## config.mk

```make
export PLATFORM = sky130hd
export DESIGN_NAME = i2c_scl_timer
export DESIGN_NICKNAME = d
export VERILOG_FILES = /design/src/rtl/i2c_scl_timer_pkg.sv /design/src/rtl/sclgen_prescale.sv /design/src/rtl/sclgen_period.sv /design/src/rtl/sclgen_phase.sv /design/src/rtl/i2c_scl_timer.sv
export SDC_FILE = /design/constraint.sdc
export NUM_CORES = 1
export LEC_CHECK = 0
export ABC_AREA = 1
export BUFFER_PORTS_ARGS = -buffer_cell sky130_fd_sc_hd__buf_2
export CAP_MARGIN = 20
export CORE_MARGIN = 1
export CORE_UTILIZATION = 60
export DETAILED_ROUTE_END_ITERATION = 6
export PLACE_DENSITY_LB_ADDON = 0.1
export RECOVER_POWER = 25
export SETUP_SLACK_MARGIN = 0.02
export SLEW_MARGIN = 15
export SYNTH_ARGS = -nofsm -noshare
export SYNTH_HDL_FRONTEND = slang
export SYNTH_SLANG_ARGS = --single-unit
```

## constraint.sdc

```tcl
create_clock -name clk -period 4.8 [get_ports clk]
set_clock_uncertainty 0.1 [all_clocks]
set_input_delay 0.48 -clock clk [delete_from_list [all_inputs] [get_ports clk]]
set_output_delay 0.48 -clock clk [all_outputs]
set_load 0.1 [all_outputs]
```

## src/rtl/i2c_scl_timer_pkg.sv

```systemverilog
// Package: shared phase encoding and timing constants for the SCL generator.
// Assumes: consumers derive their counter widths from period_max().
package i2c_scl_timer_pkg;

    typedef enum logic [1:0] {
        PH_IDLE = 2'd0,
        PH_LOW  = 2'd1,
        PH_HIGH = 2'd2
    } scl_phase_e;

    // Fixed portion of every SCL period, in internal ticks.
    localparam int unsigned BASE_TICKS = 20;
    // The scale field is weighted by 8 ticks.
    localparam int unsigned SCALE_SHIFT = 3;

    // Longest period the fields can express.
    function automatic int unsigned period_max(int unsigned scale_w, int unsigned comp_w);
        return BASE_TICKS + (((1 << scale_w) - 1) << SCALE_SHIFT) + ((1 << comp_w) - 1);
    endfunction

endpackage

```

## src/rtl/sclgen_prescale.sv

```systemverilog
// Module: first-stage divider. Emits a one-cycle tick every (div_i+1) clocks
// while enabled; restarts from zero whenever disabled.
// Assumes: div_i only changes on a tick cycle or while disabled.
module sclgen_prescale #(
    parameter int unsigned DIV_W = 3
) (
    input  logic             clk,
    input  logic             rst_n,
    input  logic             en_i,
    input  logic [DIV_W-1:0] div_i,
    output logic             tick_o
);

    logic [DIV_W-1:0] pcnt_q;

    // Tick when the count reaches the programmed divider.
    assign tick_o = en_i && (pcnt_q == div_i);

    // Count clocks between ticks; clear on tick or when stopped.
    always_ff @(posedge clk) begin
        if (!rst_n || !en_i) begin
            pcnt_q <= '0;
        end else if (tick_o) begin
            pcnt_q <= '0;
        end else begin
            pcnt_q <= pcnt_q + 1'b1;
        end
    end


    tick_spacing_chk: assert property (@(posedge clk) disable iff (!rst_n)
        (tick_o && div_i != '0) |=> (!tick_o || div_i == '0));

endmodule

```

## src/rtl/sclgen_period.sv

```systemverilog
// Module: turns the latched scale and compensation values into the
// low-phase and high-phase lengths of one SCL period.
// Assumes: inputs are stable for the whole period (latched upstream).
module sclgen_period
    import i2c_scl_timer_pkg::*;
#(
    parameter int unsigned SCALE_W = 6,
    parameter int unsigned COMP_W  = 5,
    parameter int unsigned PER_W   = 10
) (
    input  logic [SCALE_W-1:0] scale_i,
    input  logic [COMP_W-1:0]  comp_i,
    output logic [PER_W-1:0]   low_len_o,
    output logic [PER_W-1:0]   high_len_o
);

    logic [PER_W-1:0] period;

    // Period = base + 8*scale + compensation; low gets the floor half.
    always_comb begin
        period     = PER_W'(BASE_TICKS)
                   + (PER_W'(scale_i) << SCALE_SHIFT)
                   + PER_W'(comp_i);
        low_len_o  = period >> 1;
        high_len_o = period - low_len_o;
    end

endmodule

```

## src/rtl/sclgen_phase.sv

```systemverilog
// Module: SCL phase sequencer. Counts ticks through a low phase then a
// high phase, raising SDA-change, sample and period-end strobes. The high
// phase waits while the line is still read low (stretching).
// Assumes: low_len_i/high_len_i >= 10 and stable within a period.
module sclgen_phase
    import i2c_scl_timer_pkg::*;
#(
    parameter int unsigned PER_W = 10
) (
    input  logic             clk,
    input  logic             rst_n,
    input  logic             run_i,
    input  logic             tick_i,
    input  logic             scl_in_i,
    input  logic [PER_W-1:0] low_len_i,
    input  logic [PER_W-1:0] high_len_i,
    output logic             active_o,
    output logic             scl_low_o,
    output logic             sda_chg_o,
    output logic             sample_o,
    output logic             period_end_o
);

    scl_phase_e       state_q;
    logic [PER_W-1:0] cnt_q;
    logic             low_last;
    logic             high_last;
    logic             high_step;

    // Decode phase-end points and whether the high phase may advance.
    always_comb begin
        low_last  = (cnt_q == low_len_i - PER_W'(1));
        high_last = (cnt_q == high_len_i - PER_W'(1));
        high_step = tick_i && scl_in_i;
    end

    // Output strobes, qualified by run so nothing leaks after a stop.
    always_comb begin
        active_o     = (state_q != PH_IDLE);
        scl_low_o    = (state_q == PH_LOW);
        sda_chg_o    = run_i && tick_i && (state_q == PH_LOW)
                       && (cnt_q == (low_len_i >> 1));
        sample_o     = run_i && high_step && (state_q == PH_HIGH)
                       && (cnt_q == (high_len_i >> 1));
        period_end_o = run_i && high_step && (state_q == PH_HIGH) && high_last;
    end

    // Phase state and tick counter.
    always_ff @(posedge clk) begin
        if (!rst_n || !run_i) begin
            state_q <= PH_IDLE;
            cnt_q   <= '0;
        end else begin
            unique case (state_q)
                PH_IDLE: begin
                    state_q <= PH_LOW;
                    cnt_q   <= '0;
                end
                PH_LOW: begin
                    if (tick_i) begin
                        if (low_last) begin
                            state_q <= PH_HIGH;
                            cnt_q   <= '0;
                        end else begin
                            cnt_q <= cnt_q + 1'b1;
                        end
                    end
                end
                PH_HIGH: begin
                    if (high_step) begin
                        if (high_last) begin
                            state_q <= PH_LOW;
                            cnt_q   <= '0;
                        end else begin
                            cnt_q <= cnt_q + 1'b1;
                        end
                    end
                end
                default: begin
                    state_q <= PH_IDLE;
                    cnt_q   <= '0;
                end
            endcase
        end
    end


    no_overflow_chk: assert property (@(posedge clk) disable iff (!rst_n)
        (state_q == PH_LOW) |-> (cnt_q < low_len_i));


    split_balance_chk: assert property (@(posedge clk) disable iff (!rst_n)
        (high_len_i >= low_len_i) && ((high_len_i - low_len_i) <= PER_W'(1)));


    phase_hold_chk: assert property (@(posedge clk) disable iff (!rst_n)
        (state_q != PH_IDLE && run_i && !tick_i) |=> $stable(state_q));


    stretch_hold_chk: assert property (@(posedge clk) disable iff (!rst_n)
        (state_q == PH_HIGH && run_i && !scl_in_i) |=> $stable(cnt_q));


    idle_release_chk: assert property (@(posedge clk) disable iff (!rst_n)
        !run_i |=> !scl_low_o);

endmodule

```

## src/rtl/i2c_scl_timer.sv

```systemverilog
// Module: I2C SCL timing generator top. Latches the clock-control word and
// compensation at period boundaries, divides the clock into internal
// ticks and sequences the SCL low/high phases with their strobes.
// Assumes: software picks DIV so the tick rate stays below 20 MHz.
module i2c_scl_timer
    import i2c_scl_timer_pkg::*;
#(
    parameter int unsigned CDF_W   = 3,
    parameter int unsigned SCALE_W = 6,
    parameter int unsigned COMP_W  = 5
) (
    input  logic                     clk,
    input  logic                     rst_n,
    input  logic                     run_i,
    input  logic [CDF_W+SCALE_W-1:0] clk_ctrl_i,
    input  logic [COMP_W-1:0]        comp_i,
    input  logic                     scl_in_i,
    output logic                     tick_o,
    output logic                     scl_low_o,
    output logic                     sda_chg_o,
    output logic                     sample_o,
    output logic                     period_end_o
);

    localparam int unsigned PER_MAX = period_max(SCALE_W, COMP_W);
    localparam int unsigned PER_W   = $clog2(PER_MAX + 1);

    logic [CDF_W-1:0]   div_q;
    logic [SCALE_W-1:0] scale_q;
    logic [COMP_W-1:0]  comp_q;
    logic               active;
    logic               period_end;
    logic               tick;
    logic               load_cfg;
    logic [PER_W-1:0]   low_len;
    logic [PER_W-1:0]   high_len;

    // Capture new settings only when idle or at the end of a period.
    assign load_cfg = !active || period_end;

    // Configuration latch: divider low, scale field directly above it.
    always_ff @(posedge clk) begin
        if (!rst_n) begin
            div_q   <= '0;
            scale_q <= '0;
            comp_q  <= '0;
        end else if (load_cfg) begin
            div_q   <= clk_ctrl_i[CDF_W-1:0];
            scale_q <= clk_ctrl_i[CDF_W +: SCALE_W];
            comp_q  <= comp_i;
        end
    end

    sclgen_prescale #(
        .DIV_W (CDF_W)
    ) u_prescale (
        .clk    (clk),
        .rst_n  (rst_n),
        .en_i   (run_i && active),
        .div_i  (div_q),
        .tick_o (tick)
    );

    sclgen_period #(
        .SCALE_W (SCALE_W),
        .COMP_W  (COMP_W),
        .PER_W   (PER_W)
    ) u_period (
        .scale_i    (scale_q),
        .comp_i     (comp_q),
        .low_len_o  (low_len),
        .high_len_o (high_len)
    );

    sclgen_phase #(
        .PER_W (PER_W)
    ) u_phase (
        .clk          (clk),
        .rst_n        (rst_n),
        .run_i        (run_i),
        .tick_i       (tick),
        .scl_in_i     (scl_in_i),
        .low_len_i    (low_len),
        .high_len_i   (high_len),
        .active_o     (active),
        .scl_low_o    (scl_low_o),
        .sda_chg_o    (sda_chg_o),
        .sample_o     (sample_o),
        .period_end_o (period_end)
    );

    assign tick_o       = tick;
    assign period_end_o = period_end;


    cfg_hold_chk: assert property (@(posedge clk) disable iff (!rst_n)
        (active && !period_end) |=> $stable({div_q, scale_q, comp_q}));

endmodule

```

==> results of run 1 <==
-- cell families after synthesis --
family | Yosys count
and+or+nand+nor | 337
AOI/OAI and AO/OA | 31
buffers and inverters | 89
adders and majority gates | 24
DFF | 29
xor gates and xnor gates | 34
-- synth_stat cells (all sizes together), types with 6 or more instances --
cell	count	area [sq um]
a21oi	17	85.1
clkbuf	8	30.0
dfxtp	29	581
ha	22	275
inv	74	278
nand2	167	722
nand3	79	450
nand4	13	96.3
nor2	66	295
nor3	6	30.0
xnor2	8	70.1
xor2	26	228
-- placed cells by master (no fill, tap or decap), types with 2 or more instances in the layout --
cell,n
sky130_fd_sc_hd__xnor2_1,8
sky130_fd_sc_hd__nor3_1,5
sky130_fd_sc_hd__xor2_1,26
sky130_fd_sc_hd__inv_2,8
sky130_fd_sc_hd__clkbuf_1,3
sky130_fd_sc_hd__dfxtp_1,29
sky130_fd_sc_hd__nand4_1,12
sky130_fd_sc_hd__buf_4,3
sky130_fd_sc_hd__o211ai_1,2
sky130_fd_sc_hd__nand3_2,11
sky130_fd_sc_hd__a21oi_1,17
sky130_fd_sc_hd__clkinv_1,2
sky130_fd_sc_hd__inv_1,66
sky130_fd_sc_hd__nand2_1,141
sky130_fd_sc_hd__nor3b_1,3
sky130_fd_sc_hd__o21bai_1,3
sky130_fd_sc_hd__nand2_2,20
sky130_fd_sc_hd__nor2_4,3
sky130_fd_sc_hd__nor2_2,13
sky130_fd_sc_hd__nand3_1,68
sky130_fd_sc_hd__clkbuf_8,5
sky130_fd_sc_hd__o21ai_0,3
sky130_fd_sc_hd__ha_1,21
sky130_fd_sc_hd__nor2_1,50
sky130_fd_sc_hd__nand2_4,6
sky130_fd_sc_hd__o22ai_1,2
sky130_fd_sc_hd__buf_2,17
-- critical path, stage by stage, from the launching register on --
cell	delay [ns]
sky130_fd_sc_hd__dfxtp_1	0.33
sky130_fd_sc_hd__ha_1	0.32
sky130_fd_sc_hd__ha_2	0.24
sky130_fd_sc_hd__inv_1	0.07
sky130_fd_sc_hd__fa_2	0.38
sky130_fd_sc_hd__inv_2	0.08
sky130_fd_sc_hd__nand3_1	0.11
sky130_fd_sc_hd__nand2_1	0.12
sky130_fd_sc_hd__nand2_2	0.09
sky130_fd_sc_hd__nor2_4	0.15
sky130_fd_sc_hd__inv_2	0.09
sky130_fd_sc_hd__ha_1	0.34
sky130_fd_sc_hd__inv_1	0.09
sky130_fd_sc_hd__nor2_1	0.14
sky130_fd_sc_hd__nand4_1	0.14
sky130_fd_sc_hd__nand3_1	0.16
sky130_fd_sc_hd__nand2_1	0.06
sky130_fd_sc_hd__nand2_1	0.08
sky130_fd_sc_hd__nand3_2	0.08
sky130_fd_sc_hd__nand2_2	0.11
sky130_fd_sc_hd__nand4_4	0.11
sky130_fd_sc_hd__inv_1	0.12
sky130_fd_sc_hd__buf_12	0.18
-- worst paths after layout --
kind,end,cells after the start,slack [ns]
setup / recovery,period_end_o,22,0.31
hold / removal,comp_q[1],3,0.29
setup reg to reg,comp_q[3],25,0.63
hold reg to reg,u_prescale.pcnt_q[0],1,0.37
-- flip-flops by register name (all words and copies together), names as in the netlist --
signal,cells
u_phase.cnt_q,10
scale_q,6
u_phase.state_q,2
div_q,3
comp_q,5
u_prescale.pcnt_q,3
-- power by group through the flow --
stage / registers, mW / logic, mW / clock network, mW
floorplan: 0.320 / 1.86 / 0
global placement: 0.330 / 2.18 / 0
detailed placement: 0.332 / 2.24 / 0
CTS: 0.327 / 2.26 / 0.271
global route: 0.334 / 2.55 / 0.283
finish: 0.327 / 2.28 / 0.268
-- metal layers --
| metal | up-vias | part of all wire (%) | global-route usage (%) |
|---|---|---|---|
| li1 | 1763 | - | - |
| met1 | 1512 | 48 | 38.1 |
| met2 | 71 | 47 | 48.2 |
| met3 | 9 | 4.0 | 3.57 |
| met4 | 0 | 1.3 | 8.65 |
| met5 | - | 0 | 0 |
-- through the flow --
| stage | power, mW | hold WS [ns] | area [sq um] |
|---|---|---|---|
| 3_5_place_dp | 2.57 | 0.353 | 3540 |
| 2_1_floorplan | 2.18 | 0.328 | 3380 |
| 3_3_place_gp | 2.51 | 0.345 | 3540 |
| 5_1_grt | 3.17 | 0.299 | 3670 |
| 4_1_cts | 2.86 | 0.291 | 3660 |
| 6_report | 2.87 | 0.289 | 3670 |
-- repair_timing --
item,in CTS,in global routing
gates resized for setup,1,6
endpoints found under the setup margin,2,7
endpoints found under the hold margin,0,0
buffers inserted,0,0
-- area by class of cell --
| class | count | area (sq um) | share of cell area (%) |
|---|---|---|---|
| Multi-Input combinational cell | 426 | 2460 | 67.1 |
| Sequential cell | 29 | 581 | 15.8 |
| Inverter | 76 | 285 | 7.78 |
| Timing Repair Buffer | 24 | 139 | 3.79 |
| Tap cell | 70 | 87.6 | 2.39 |
| Clock buffer | 5 | 68.8 | 1.88 |
| Clock inverter | 3 | 46.3 | 1.26 |
==> flow_results.xml, run 1 <==
<?xml version="1.0" encoding="UTF-8"?>
<metrics>
  <group name="route">
    <metric name="vias_per_cell" unit="">5.30</metric>
    <metric name="drt-initial-drc-count" unit="">217</metric>
    <metric name="wl_per_cell" unit="um">12.7</metric>
    <metric name="drt_wl_total" unit="um">8020</metric>
    <metric name="drtPass1Iterations" unit="">5</metric>
    <metric name="drc" unit="">0</metric>
    <metric name="detailroute.via_count" unit="">3355</metric>
    <metric name="final_antenna_net_count" unit="">0</metric>
  </group>
  <group name="finish">
    <metric name="antenna_cells_inserted" unit="">0</metric>
    <metric name="instances_no_fill" unit="">633</metric>
    <metric name="fraction_of_layout_cells_with_a_size_suffix_above_1" unit="%">17.2</metric>
    <metric name="areaGrowthSynthToFinish" unit="%">8.88</metric>
    <metric name="finish.net_count" unit="">604</metric>
    <metric name="final_core_util" unit="%">69.6</metric>
    <metric name="n_fill_cell" unit="">503</metric>
  </group>
  <group name="pwr">
    <metric name="cellLeakagePower" unit="nW">1.78</metric>
    <metric name="power.density_cell_area" unit="mW/mm^2">784</metric>
    <metric name="clock_power_share" unit="%">9.3</metric>
    <metric name="power.sequential.fraction" unit="%">11.4</metric>
    <metric name="cell_internal_pwr" unit="mW">1.18</metric>
    <metric name="irDropWorstVdd" unit="uV">417</metric>
    <metric name="p_switching" unit="mW">1.69</metric>
    <metric name="comb_power_share" unit="%">79.3</metric>
    <metric name="swShare" unit="%">58.8</metric>
  </group>
  <group name="synth">
    <metric name="synth_enable_flop_cells" unit="">0</metric>
    <metric name="synth-compound-area-share" unit="%">5.50</metric>
    <metric name="synthSimpleGateAreaFrac" unit="%">48.6</metric>
    <metric name="postSynthNetCount" unit="">586</metric>
    <metric name="synth.mux.area_fraction" unit="%">0</metric>
    <metric name="post_synth.cell_area_avg" unit="sq um">6.19</metric>
    <metric name="synthXorXnorAreaFrac" unit="%">8.84</metric>
    <metric name="post_synth_fa_ha_maj_area_fraction" unit="%">9.36</metric>
    <metric name="ys_warn_count" unit="">0</metric>
    <metric name="dominantRegCellSynth" unit="">sky130_fd_sc_hd__dfxtp_1</metric>
    <metric name="synthesis.area" unit="sq mm">0.00337</metric>
    <metric name="synthCells" unit="">544</metric>
    <metric name="yosys.cell_types.count" unit="">36</metric>
    <metric name="ys_ff_latch" unit="">29</metric>
    <metric name="synth_seq_area_share" unit="%">17.2</metric>
    <metric name="combinational_family_with_the_most_area_after_synthesis" unit="">simple AND/OR/NAND/NOR gates</metric>
    <metric name="postSynth.asyncResetShare" unit="%">0</metric>
  </group>
  <group name="sta">
    <metric name="totalNegativeSetupSlack" unit="ns">0</metric>
    <metric name="finalSetupViolations" unit="">0</metric>
    <metric name="layout_setup_ws" unit="ns">0.312</metric>
    <metric name="timing.final.max_slew_violations" unit="">0</metric>
    <metric name="grt_setup_unrepaired" unit="">true</metric>
    <metric name="finalCritPeriodShare" unit="%">93.5</metric>
    <metric name="hold_viol" unit="">0</metric>
    <metric name="worst_pin_slew" unit="ns">1.15</metric>
    <metric name="slew-limit-headroom" unit="%">23.4</metric>
    <metric name="finalCriticalPeriod" unit="ns">4.49</metric>
    <metric name="fmaxAchievable" unit="MHz">223</metric>
  </group>
  <group name="setup_path">
    <metric name="worst-endpoint-required" unit="ns">4.22</metric>
    <metric name="critical_path_class" unit="">reg -&gt; out</metric>
    <metric name="crit_path_start" unit="">comp_q[3]</metric>
    <metric name="timing.rr.start" unit="">comp_q[3]</metric>
    <metric name="timing.critical_path.arrival" unit="ns">3.91</metric>
    <metric name="end_kind" unit="">output port</metric>
    <metric name="crit_path_max_fanout" unit="">6</metric>
    <metric name="worstSetupStartpointType" unit="">flip-flop</metric>
  </group>
  <group name="floorplan">
    <metric name="die_h" unit="um">76.9</metric>
    <metric name="placementRows" unit="">26</metric>
    <metric name="num_io_pins" unit="">23</metric>
    <metric name="die_area" unit="sq mm">0.00592</metric>
    <metric name="coreArea" unit="sq mm">0.00527</metric>
    <metric name="initial_utilization" unit="%">63.9</metric>
    <metric name="die_width" unit="um">76.9</metric>
  </group>
  <group name="clock_network">
    <metric name="clk-insertion-delay-late" unit="ns">0.29</metric>
    <metric name="cts-buffers-inserted" unit="">5</metric>
    <metric name="cts_tree" unit="">done</metric>
    <metric name="cts_num_sinks" unit="">29</metric>
    <metric name="clk_transition_reported_paths" unit="ns">0.08</metric>
    <metric name="htree_levels" unit="">2</metric>
    <metric name="clock_tree.buffer_depth" unit="">2</metric>
    <metric name="clk_root_buffer_cell" unit="">sky130_fd_sc_hd__clkbuf_8</metric>
    <metric name="hold_buffers" unit="">0</metric>
  </group>
  <group name="placement">
    <metric name="buffers_on_ports" unit="">22</metric>
    <metric name="place.detailed.hpwl" unit="um">6430</metric>
    <metric name="place_worst_setup_slack" unit="ns">0.301</metric>
    <metric name="gp_routability_congestion" unit="">0.897</metric>
    <metric name="numPlacedInstances" unit="">625</metric>
  </group>
  <group name="global_route">
    <metric name="grt_pass1_vias" unit="">3022</metric>
    <metric name="grt_first_pass_wirelength" unit="um">13700</metric>
    <metric name="grt.total_usage" unit="%">28.7</metric>
    <metric name="grt_remaining_overflow" unit="">0</metric>
    <metric name="pin_count_of_the_biggest_net_entering_global_routing" unit="">18</metric>
    <metric name="antenna_violations_before_repair" unit="">0</metric>
  </group>
  <group name="hold_path">
    <metric name="hp-start" unit="">comp_i[1]</metric>
    <metric name="worst_hold_path_type" unit="">in -&gt; reg</metric>
  </group>
  <group name="job">
    <metric name="max_cap_violations" unit="">0</metric>
  </group>
  <group name="run_status">
    <metric name="outcome" unit="">complete, no violations</metric>
  </group>
</metrics>
Note: power is estimated with default switching activity, not from simulation.
==> run 2: changes to the inputs <==
--- a/config.mk
+++ b/config.mk
@@ -11,6 +11,7 @@
 export CORE_MARGIN = 1
 export CORE_UTILIZATION = 60
 export DETAILED_ROUTE_END_ITERATION = 6
+export GPL_TIMING_DRIVEN = 0
 export PLACE_DENSITY_LB_ADDON = 0.1
 export RECOVER_POWER = 25
 export SETUP_SLACK_MARGIN = 0.02
==> run 2 against run 1 <==
Effect of this change: count of clock-buffer cells in the layout did not move; routed wire length rose by 5.9%; clock power fell by 3%; register-to-register slack improved by 0.14 ns; via count rose by 5.4%; highest routed layer unchanged.
==> flow_results.xml, run 2 (synthesis gave the netlist of run 1 again) <==
<?xml version="1.0" encoding="UTF-8"?>
<metrics>
  <group name="placement">
    <metric name="postPlaceCellArea" unit="sq mm">0.00357</metric>
    <metric name="gp_routability_congestion" unit="">0.889</metric>
    <metric name="place.detailed.hpwl" unit="um">6340</metric>
    <metric name="numPlacedInstances" unit="">635</metric>
    <metric name="place_worst_setup_slack" unit="ns">-0.211</metric>
    <metric name="buffers_on_ports" unit="">21</metric>
  </group>
  <group name="sta">
    <metric name="totalNegativeSetupSlack" unit="ns">0</metric>
    <metric name="finalSetupViolations" unit="">0</metric>
    <metric name="timing.final.max_slew_violations" unit="">0</metric>
    <metric name="slew-limit-headroom" unit="%">23.5</metric>
    <metric name="hold_ws" unit="ns">0.294</metric>
    <metric name="finalCritPeriodShare" unit="%">95.8</metric>
    <metric name="worst_pin_slew" unit="ns">1.15</metric>
    <metric name="fmaxAchievable" unit="MHz">217</metric>
    <metric name="finalCriticalPeriod" unit="ns">4.60</metric>
    <metric name="layout_setup_ws" unit="ns">0.201</metric>
    <metric name="hold_viol" unit="">0</metric>
  </group>
  <group name="clock_network">
    <metric name="hold_buffers" unit="">0</metric>
    <metric name="clk-insertion-delay-late" unit="ns">0.29</metric>
    <metric name="clock_tree.buffer_depth" unit="">2</metric>
    <metric name="cts_tree" unit="">done</metric>
    <metric name="clk_transition_reported_paths" unit="ns">0.07</metric>
    <metric name="htree_levels" unit="">2</metric>
    <metric name="cts-buffers-inserted" unit="">5</metric>
    <metric name="cts_num_sinks" unit="">29</metric>
    <metric name="clk_root_buffer_cell" unit="">sky130_fd_sc_hd__clkbuf_8</metric>
  </group>
  <group name="floorplan">
    <metric name="initial_utilization" unit="%">63.9</metric>
    <metric name="coreArea" unit="sq mm">0.00527</metric>
    <metric name="placementRows" unit="">26</metric>
    <metric name="die_h" unit="um">76.9</metric>
    <metric name="die_width" unit="um">76.9</metric>
    <metric name="die_area" unit="sq mm">0.00592</metric>
    <metric name="num_io_pins" unit="">23</metric>
  </group>
  <group name="setup_path">
    <metric name="critical_path_class" unit="">reg -&gt; out</metric>
    <metric name="timing.critical_path.arrival" unit="ns">4.02</metric>
    <metric name="crit_path_start" unit="">scale_q[0]</metric>
    <metric name="cpMaxStageDelayCell" unit="">sky130_fd_sc_hd__fa_2</metric>
    <metric name="path_delay_family" unit="">simple AND/OR/NAND/NOR gates</metric>
    <metric name="worstSetupStartpointType" unit="">flip-flop</metric>
    <metric name="timing.rr.start" unit="">scale_q[0]</metric>
    <metric name="end_kind" unit="">output port</metric>
    <metric name="critPathMaxStageDelay" unit="ns">0.41</metric>
    <metric name="timing.critical_path.buf_inv" unit="">7</metric>
    <metric name="crit_path_max_fanout" unit="">10</metric>
    <metric name="critical_path.cell_chain" unit="">ha_4, ha_4, inv_1, fa_2, inv_2, nand3_1, nand2_2, nand2_2, nor2_4, inv_2, ha_4, inv_1, nor2_2, nand4_1, nand3_2, nand2_1, nand2_1, nand3_1, nand2_2, nand4_4, buf_6, inv_1, buf_12</metric>
    <metric name="worst-endpoint-required" unit="ns">4.22</metric>
  </group>
  <group name="route">
    <metric name="drt-initial-drc-count" unit="">256</metric>
    <metric name="detailroute.via_count" unit="">3536</metric>
    <metric name="drtPass1Iterations" unit="">5</metric>
    <metric name="vias_per_cell" unit="">5.47</metric>
    <metric name="wl_per_cell" unit="um">13.1</metric>
    <metric name="drt_wl_total" unit="um">8490</metric>
    <metric name="drc" unit="">0</metric>
    <metric name="final_antenna_net_count" unit="">0</metric>
  </group>
  <group name="global_route">
    <metric name="grt_pass1_vias" unit="">3191</metric>
    <metric name="antenna_violations_before_repair" unit="">0</metric>
    <metric name="grt_first_pass_wirelength" unit="um">13800</metric>
    <metric name="met3_track_utilization_from_global_routing" unit="%">4.29</metric>
    <metric name="globalRouteMet1Util" unit="%">36.1</metric>
    <metric name="met2_usage" unit="%">50.9</metric>
    <metric name="grt_remaining_overflow" unit="">0</metric>
    <metric name="grt.total_usage" unit="%">28.9</metric>
    <metric name="top_usage_layer" unit="">met2</metric>
    <metric name="pin_count_of_the_biggest_net_entering_global_routing" unit="">12</metric>
  </group>
  <group name="hold_path">
    <metric name="worst_hold_path_type" unit="">in -&gt; reg</metric>
    <metric name="hp-start" unit="">comp_i[3]</metric>
  </group>
  <group name="finish">
    <metric name="largest_register" unit="">u_phase.cnt_q</metric>
    <metric name="fraction_of_layout_cells_with_a_size_suffix_above_1" unit="%">19.2</metric>
    <metric name="mostFrequentLayoutCells" unit="">140 x sky130_fd_sc_hd__nand2_1, 67 x sky130_fd_sc_hd__nand3_1, 66 x sky130_fd_sc_hd__inv_1</metric>
    <metric name="instances_no_fill" unit="">647</metric>
    <metric name="final_common_cell" unit="">sky130_fd_sc_hd__nand2_1</metric>
    <metric name="number_of_flip_flops_in_the_largest_register" unit="">10</metric>
    <metric name="finish.net_count" unit="">618</metric>
    <metric name="n_fill_cell" unit="">487</metric>
    <metric name="reg.largest.list" unit="">u_phase.cnt_q x10, scale_q x6, comp_q x5</metric>
    <metric name="areaGrowthSynthToFinish" unit="%">13.0</metric>
    <metric name="antenna_cells_inserted" unit="">0</metric>
    <metric name="final_core_util" unit="%">72.2</metric>
    <metric name="stdcell_area" unit="sq mm">0.00380</metric>
  </group>
  <group name="pwr">
    <metric name="cellLeakagePower" unit="nW">1.82</metric>
    <metric name="irDropWorstVdd" unit="uV">462</metric>
    <metric name="power.density_cell_area" unit="mW/mm^2">794</metric>
    <metric name="report.power.total" unit="mW">3.02</metric>
  </group>
  <group name="job">
    <metric name="max_cap_violations" unit="">0</metric>
  </group>
  <group name="run_status">
    <metric name="outcome" unit="">complete, no violations</metric>
  </group>
</metrics>
run 2: power by group:
part           leakage, nW  internal (mW)  switching (mW)
Sequential           0.238          0.287          0.0451
Combinational         1.53          0.818            1.61
Clock               0.0543          0.155           0.106
Total                 1.82           1.26            1.76
run 2: worst register-to-register path, stage by stage (launching register included):
cell and delay, ns:
sky130_fd_sc_hd__dfxtp_1 0.35, sky130_fd_sc_hd__ha_4 0.30, sky130_fd_sc_hd__ha_4 0.17, sky130_fd_sc_hd__inv_1 0.07, sky130_fd_sc_hd__fa_2 0.41, sky130_fd_sc_hd__inv_2 0.09
sky130_fd_sc_hd__nand3_1 0.13, sky130_fd_sc_hd__nand2_2 0.11, sky130_fd_sc_hd__nand2_2 0.09, sky130_fd_sc_hd__nor2_4 0.15, sky130_fd_sc_hd__inv_2 0.10, sky130_fd_sc_hd__ha_4 0.29
sky130_fd_sc_hd__inv_1 0.08, sky130_fd_sc_hd__nor2_2 0.13, sky130_fd_sc_hd__nand4_1 0.18, sky130_fd_sc_hd__nand3_2 0.15, sky130_fd_sc_hd__nand2_1 0.06, sky130_fd_sc_hd__nand2_1 0.07
sky130_fd_sc_hd__nand3_1 0.09, sky130_fd_sc_hd__nand2_2 0.13, sky130_fd_sc_hd__nand4_4 0.13, sky130_fd_sc_hd__buf_4 0.17, sky130_fd_sc_hd__nand2_2 0.05, sky130_fd_sc_hd__inv_2 0.06
sky130_fd_sc_hd__buf_6 0.15, sky130_fd_sc_hd__nor2_2 0.09, sky130_fd_sc_hd__nor2_1 0.04
run 2: layout make-up:
| type | instances | area [sq um] | share of cell area [%] |
|---|---|---|---|
| timing repair buffer | 25 | 148 | 3.88 |
| tap | 70 | 87.6 | 2.30 |
| clock inverter | 3 | 46.3 | 1.22 |
| multi-input combinational | 426 | 2520 | 66.3 |
| buffer | 13 | 66.3 | 1.74 |
| clock buffer | 5 | 68.8 | 1.81 |
| sequential | 29 | 582 | 15.3 |
| inverter | 76 | 285 | 7.50 |
run 2: worst paths after layout:
kind | end | slack (ns) | depth (start not counted)
worst max-delay path | period_end_o | 0.20 | 23
worst max register to register | scale_q[1] | 0.77 | 26
worst min-delay path | comp_q[3] | 0.29 | 3
worst min register to register | u_prescale.pcnt_q[0] | 0.36 | 1
run 2: repair_timing:
action / in CTS / in global routing
pin swaps: 0 / 4
endpoints found under the setup margin: 2 / 1
buffers inserted: 0 / 4
resized for setup: 10 / 9
run 2: per-layer routing:
layer  vias to the layer above  wire (um)  part of all wire (%)
li1                       1788          -                     -
met1                      1620       3920                    46
met2                       112       4060                    48
met3                        16        390                   4.6
met4                         0        125                   1.5
met5                         -          0                     0
==> run 3: changes to the inputs <==
--- a/config.mk
+++ b/config.mk
@@ -8,8 +8,10 @@
 export ABC_AREA = 1
 export BUFFER_PORTS_ARGS = -buffer_cell sky130_fd_sc_hd__buf_2
 export CAP_MARGIN = 20
+export CELL_PAD_IN_SITES_DETAIL_PLACEMENT = 0
+export CELL_PAD_IN_SITES_GLOBAL_PLACEMENT = 1
 export CORE_MARGIN = 1
-export CORE_UTILIZATION = 60
+export CORE_UTILIZATION = 44
 export DETAILED_ROUTE_END_ITERATION = 6
 export GPL_TIMING_DRIVEN = 0
 export PLACE_DENSITY_LB_ADDON = 0.1
==> run 3 against run 2 <==
Effect of this change: sequential power hardly changed; die area is 35% higher; combinational power hardly changed; sequential share of layout area is 0.38 points lower; core utilization is 19 points lower; critical endpoint unchanged; highest routed layer unchanged.
==> flow_results.xml, run 3 (synthesis gave the netlist of run 1 again) <==
<?xml version="1.0" encoding="UTF-8"?>
<metrics>
  <group name="run_status">
    <metric name="outcome" unit="">complete, no violations</metric>
  </group>
  <group name="sta">
    <metric name="finalSetupViolations" unit="">0</metric>
    <metric name="layout_setup_ws" unit="ns">0.256</metric>
    <metric name="hold_ws" unit="ns">0.302</metric>
    <metric name="totalNegativeSetupSlack" unit="ns">0</metric>
    <metric name="finalCriticalPeriod" unit="ns">4.54</metric>
    <metric name="timing.final.max_slew_violations" unit="">0</metric>
    <metric name="finalCritPeriodShare" unit="%">94.7</metric>
    <metric name="hold_viol" unit="">0</metric>
    <metric name="worst_pin_slew" unit="ns">1.17</metric>
    <metric name="fmaxAchievable" unit="MHz">220</metric>
    <metric name="slew-limit-headroom" unit="%">22.0</metric>
  </group>
  <group name="clock_network">
    <metric name="cts-buffers-inserted" unit="">5</metric>
    <metric name="cts_num_sinks" unit="">29</metric>
    <metric name="clk_root_buffer_cell" unit="">sky130_fd_sc_hd__clkbuf_8</metric>
    <metric name="htree_levels" unit="">2</metric>
    <metric name="clk_transition_reported_paths" unit="ns">0.07</metric>
    <metric name="clk-insertion-delay-late" unit="ns">0.29</metric>
    <metric name="cts_tree" unit="">done</metric>
    <metric name="clock_tree.buffer_depth" unit="">2</metric>
    <metric name="hold_buffers" unit="">0</metric>
  </group>
  <group name="route">
    <metric name="drtPass1Iterations" unit="">4</metric>
    <metric name="drt_wl_total" unit="um">8540</metric>
    <metric name="detailroute.via_count" unit="">3416</metric>
    <metric name="final_antenna_net_count" unit="">0</metric>
    <metric name="vias_per_cell" unit="">5.02</metric>
    <metric name="drc" unit="">0</metric>
    <metric name="wl_per_cell" unit="um">12.5</metric>
    <metric name="drt-initial-drc-count" unit="">137</metric>
  </group>
  <group name="setup_path">
    <metric name="timing.critical_path.arrival" unit="ns">3.96</metric>
    <metric name="critical_path.cell_chain" unit="">ha_4, inv_1, fa_2, inv_2, nand3_1, nand2_1, nand2_2, nor2_4, inv_2, ha_4, inv_1, nor2_2, nand4_1, nand3_1, nand2_1, nand2_1, nand3_1, nand2_4, nand4_4, buf_8, inv_1, buf_12</metric>
    <metric name="r2r.worst_path.cells" unit="">25</metric>
    <metric name="crit_path_max_fanout" unit="">8</metric>
    <metric name="worst-endpoint-required" unit="ns">4.22</metric>
    <metric name="critical_path_cell_count" unit="">22</metric>
    <metric name="critPathMaxStageDelay" unit="ns">0.56</metric>
    <metric name="cpMaxStageDelayCell" unit="">sky130_fd_sc_hd__dfxtp_1</metric>
    <metric name="critical_path_class" unit="">reg -&gt; out</metric>
    <metric name="timing.critical_path.buf_inv" unit="">7</metric>
    <metric name="worstSetupStartpointType" unit="">flip-flop</metric>
    <metric name="path_delay_family" unit="">simple AND/OR/NAND/NOR gates</metric>
    <metric name="end_kind" unit="">output port</metric>
  </group>
  <group name="finish">
    <metric name="instances_no_fill" unit="">681</metric>
    <metric name="mostFrequentLayoutCells" unit="">139 x sky130_fd_sc_hd__nand2_1, 67 x sky130_fd_sc_hd__nand3_1, 66 x sky130_fd_sc_hd__inv_1</metric>
    <metric name="final_core_util" unit="%">53.1</metric>
    <metric name="largest_register" unit="">u_phase.cnt_q</metric>
    <metric name="reg.largest.list" unit="">u_phase.cnt_q x10, scale_q x6, comp_q x5</metric>
    <metric name="antenna_cells_inserted" unit="">0</metric>
    <metric name="areaGrowthSynthToFinish" unit="%">15.6</metric>
    <metric name="finish.net_count" unit="">623</metric>
    <metric name="number_of_flip_flops_in_the_largest_register" unit="">10</metric>
    <metric name="fraction_of_layout_cells_with_a_size_suffix_above_1" unit="%">19.9</metric>
    <metric name="stdcell_area" unit="sq mm">0.00389</metric>
    <metric name="final_common_cell" unit="">sky130_fd_sc_hd__nand2_1</metric>
  </group>
  <group name="pwr">
    <metric name="cellLeakagePower" unit="nW">1.84</metric>
    <metric name="irDropWorstVdd" unit="uV">336</metric>
    <metric name="power.density_cell_area" unit="mW/mm^2">777</metric>
    <metric name="report.power.total" unit="mW">3.02</metric>
  </group>
  <group name="global_route">
    <metric name="grt_remaining_overflow" unit="">0</metric>
    <metric name="grt_pass1_vias" unit="">3093</metric>
    <metric name="grt.total_usage" unit="%">22.5</metric>
    <metric name="antenna_violations_before_repair" unit="">0</metric>
    <metric name="pin_count_of_the_biggest_net_entering_global_routing" unit="">11</metric>
    <metric name="grt_first_pass_wirelength" unit="um">13800</metric>
  </group>
  <group name="placement">
    <metric name="numPlacedInstances" unit="">664</metric>
    <metric name="place_worst_setup_slack" unit="ns">-0.218</metric>
    <metric name="buffers_on_ports" unit="">21</metric>
    <metric name="postPlaceCellArea" unit="sq mm">0.00361</metric>
    <metric name="place.detailed.hpwl" unit="um">6860</metric>
    <metric name="gp_routability_congestion" unit="">0.855</metric>
  </group>
  <group name="floorplan">
    <metric name="initial_utilization" unit="%">45.9</metric>
    <metric name="die_area" unit="sq mm">0.00801</metric>
    <metric name="placementRows" unit="">31</metric>
    <metric name="die_h" unit="um">89.5</metric>
    <metric name="num_io_pins" unit="">23</metric>
    <metric name="die_width" unit="um">89.5</metric>
    <metric name="coreArea" unit="sq mm">0.00733</metric>
  </group>
  <group name="job">
    <metric name="max_cap_violations" unit="">0</metric>
  </group>
  <group name="hold_path">
    <metric name="worst_hold_path_type" unit="">in -&gt; reg</metric>
    <metric name="worst_hold_path.num_cells" unit="">3</metric>
  </group>
</metrics>
-- run 3: changes by cell type in the layout (fill, tap and decap cells not counted), sizes merged --
cell | before | now
buf | 28 | 32
clkbuf | 15 | 18
clkinv | 3 | 2
clkinvlp | 1 | 0
-- run 3: path summary, 6_finish.rpt --
check	from	to	slack [ns]
worst max-delay path	comp_q[2]	period_end_o	0.26
worst min register to register	u_prescale.pcnt_q[0]	u_prescale.pcnt_q[0]	0.37
worst min-delay path	clk_ctrl_i[2]	div_q[2]	0.30
worst max register to register	comp_q[2]	scale_q[3]	0.78
-- run 3: cell type report --
type / instances / area [sq um]
Clock buffer: 7 / 86.3
Timing Repair Buffer: 30 / 184
Tap cell: 99 / 124
Multi-Input combinational cell: 426 / 2530
Clock inverter: 1 / 30.0
Sequential cell: 29 / 581
Fill cell: 783 / 3440
Buffer: 13 / 70.1
Inverter: 76 / 285
-- run 3: worst reg2reg max path, stage by stage, from the launching register on --
cell and delay, ns:
sky130_fd_sc_hd__dfxtp_1 0.56, sky130_fd_sc_hd__ha_4 0.23, sky130_fd_sc_hd__inv_1 0.06, sky130_fd_sc_hd__fa_2 0.38, sky130_fd_sc_hd__inv_2 0.08, sky130_fd_sc_hd__nand3_1 0.12
sky130_fd_sc_hd__nand2_1 0.13, sky130_fd_sc_hd__nand2_2 0.09, sky130_fd_sc_hd__nor2_4 0.17, sky130_fd_sc_hd__inv_2 0.11, sky130_fd_sc_hd__ha_4 0.29, sky130_fd_sc_hd__inv_1 0.08
sky130_fd_sc_hd__nor2_2 0.15, sky130_fd_sc_hd__nand4_1 0.14, sky130_fd_sc_hd__nand3_1 0.15, sky130_fd_sc_hd__nand2_1 0.07, sky130_fd_sc_hd__nand2_1 0.06, sky130_fd_sc_hd__nand3_1 0.11
sky130_fd_sc_hd__nand2_4 0.12, sky130_fd_sc_hd__nand4_4 0.14, sky130_fd_sc_hd__buf_4 0.19, sky130_fd_sc_hd__nand2_2 0.05, sky130_fd_sc_hd__inv_2 0.06, sky130_fd_sc_hd__buf_6 0.16
sky130_fd_sc_hd__nor2_2 0.08, sky130_fd_sc_hd__nor2_1 0.04
-- run 3: metal layers --
metal	GRT usage, %	share of wire [%]	vias up
li1	-	-	1798
met1	30.0	50	1563
met2	38.2	46	47
met3	2.86	2.6	8
met4	6.06	1.2	0
met5	0	0	-
-- run 3: what timing repair did --
action                                  4_1_cts  5_1_grt
pin swaps                                     2       10
endpoints found under the hold margin         0        0
gates resized for setup                      12       13
endpoints found under the setup margin        2        1
buffers inserted                              2        7
-- run 3: where the power goes --
part,internal [mW],total [mW],switching (mW)
registers,0.286,0.329,0.0429
logic,0.808,2.42,1.61
clock network,0.169,0.273,0.104
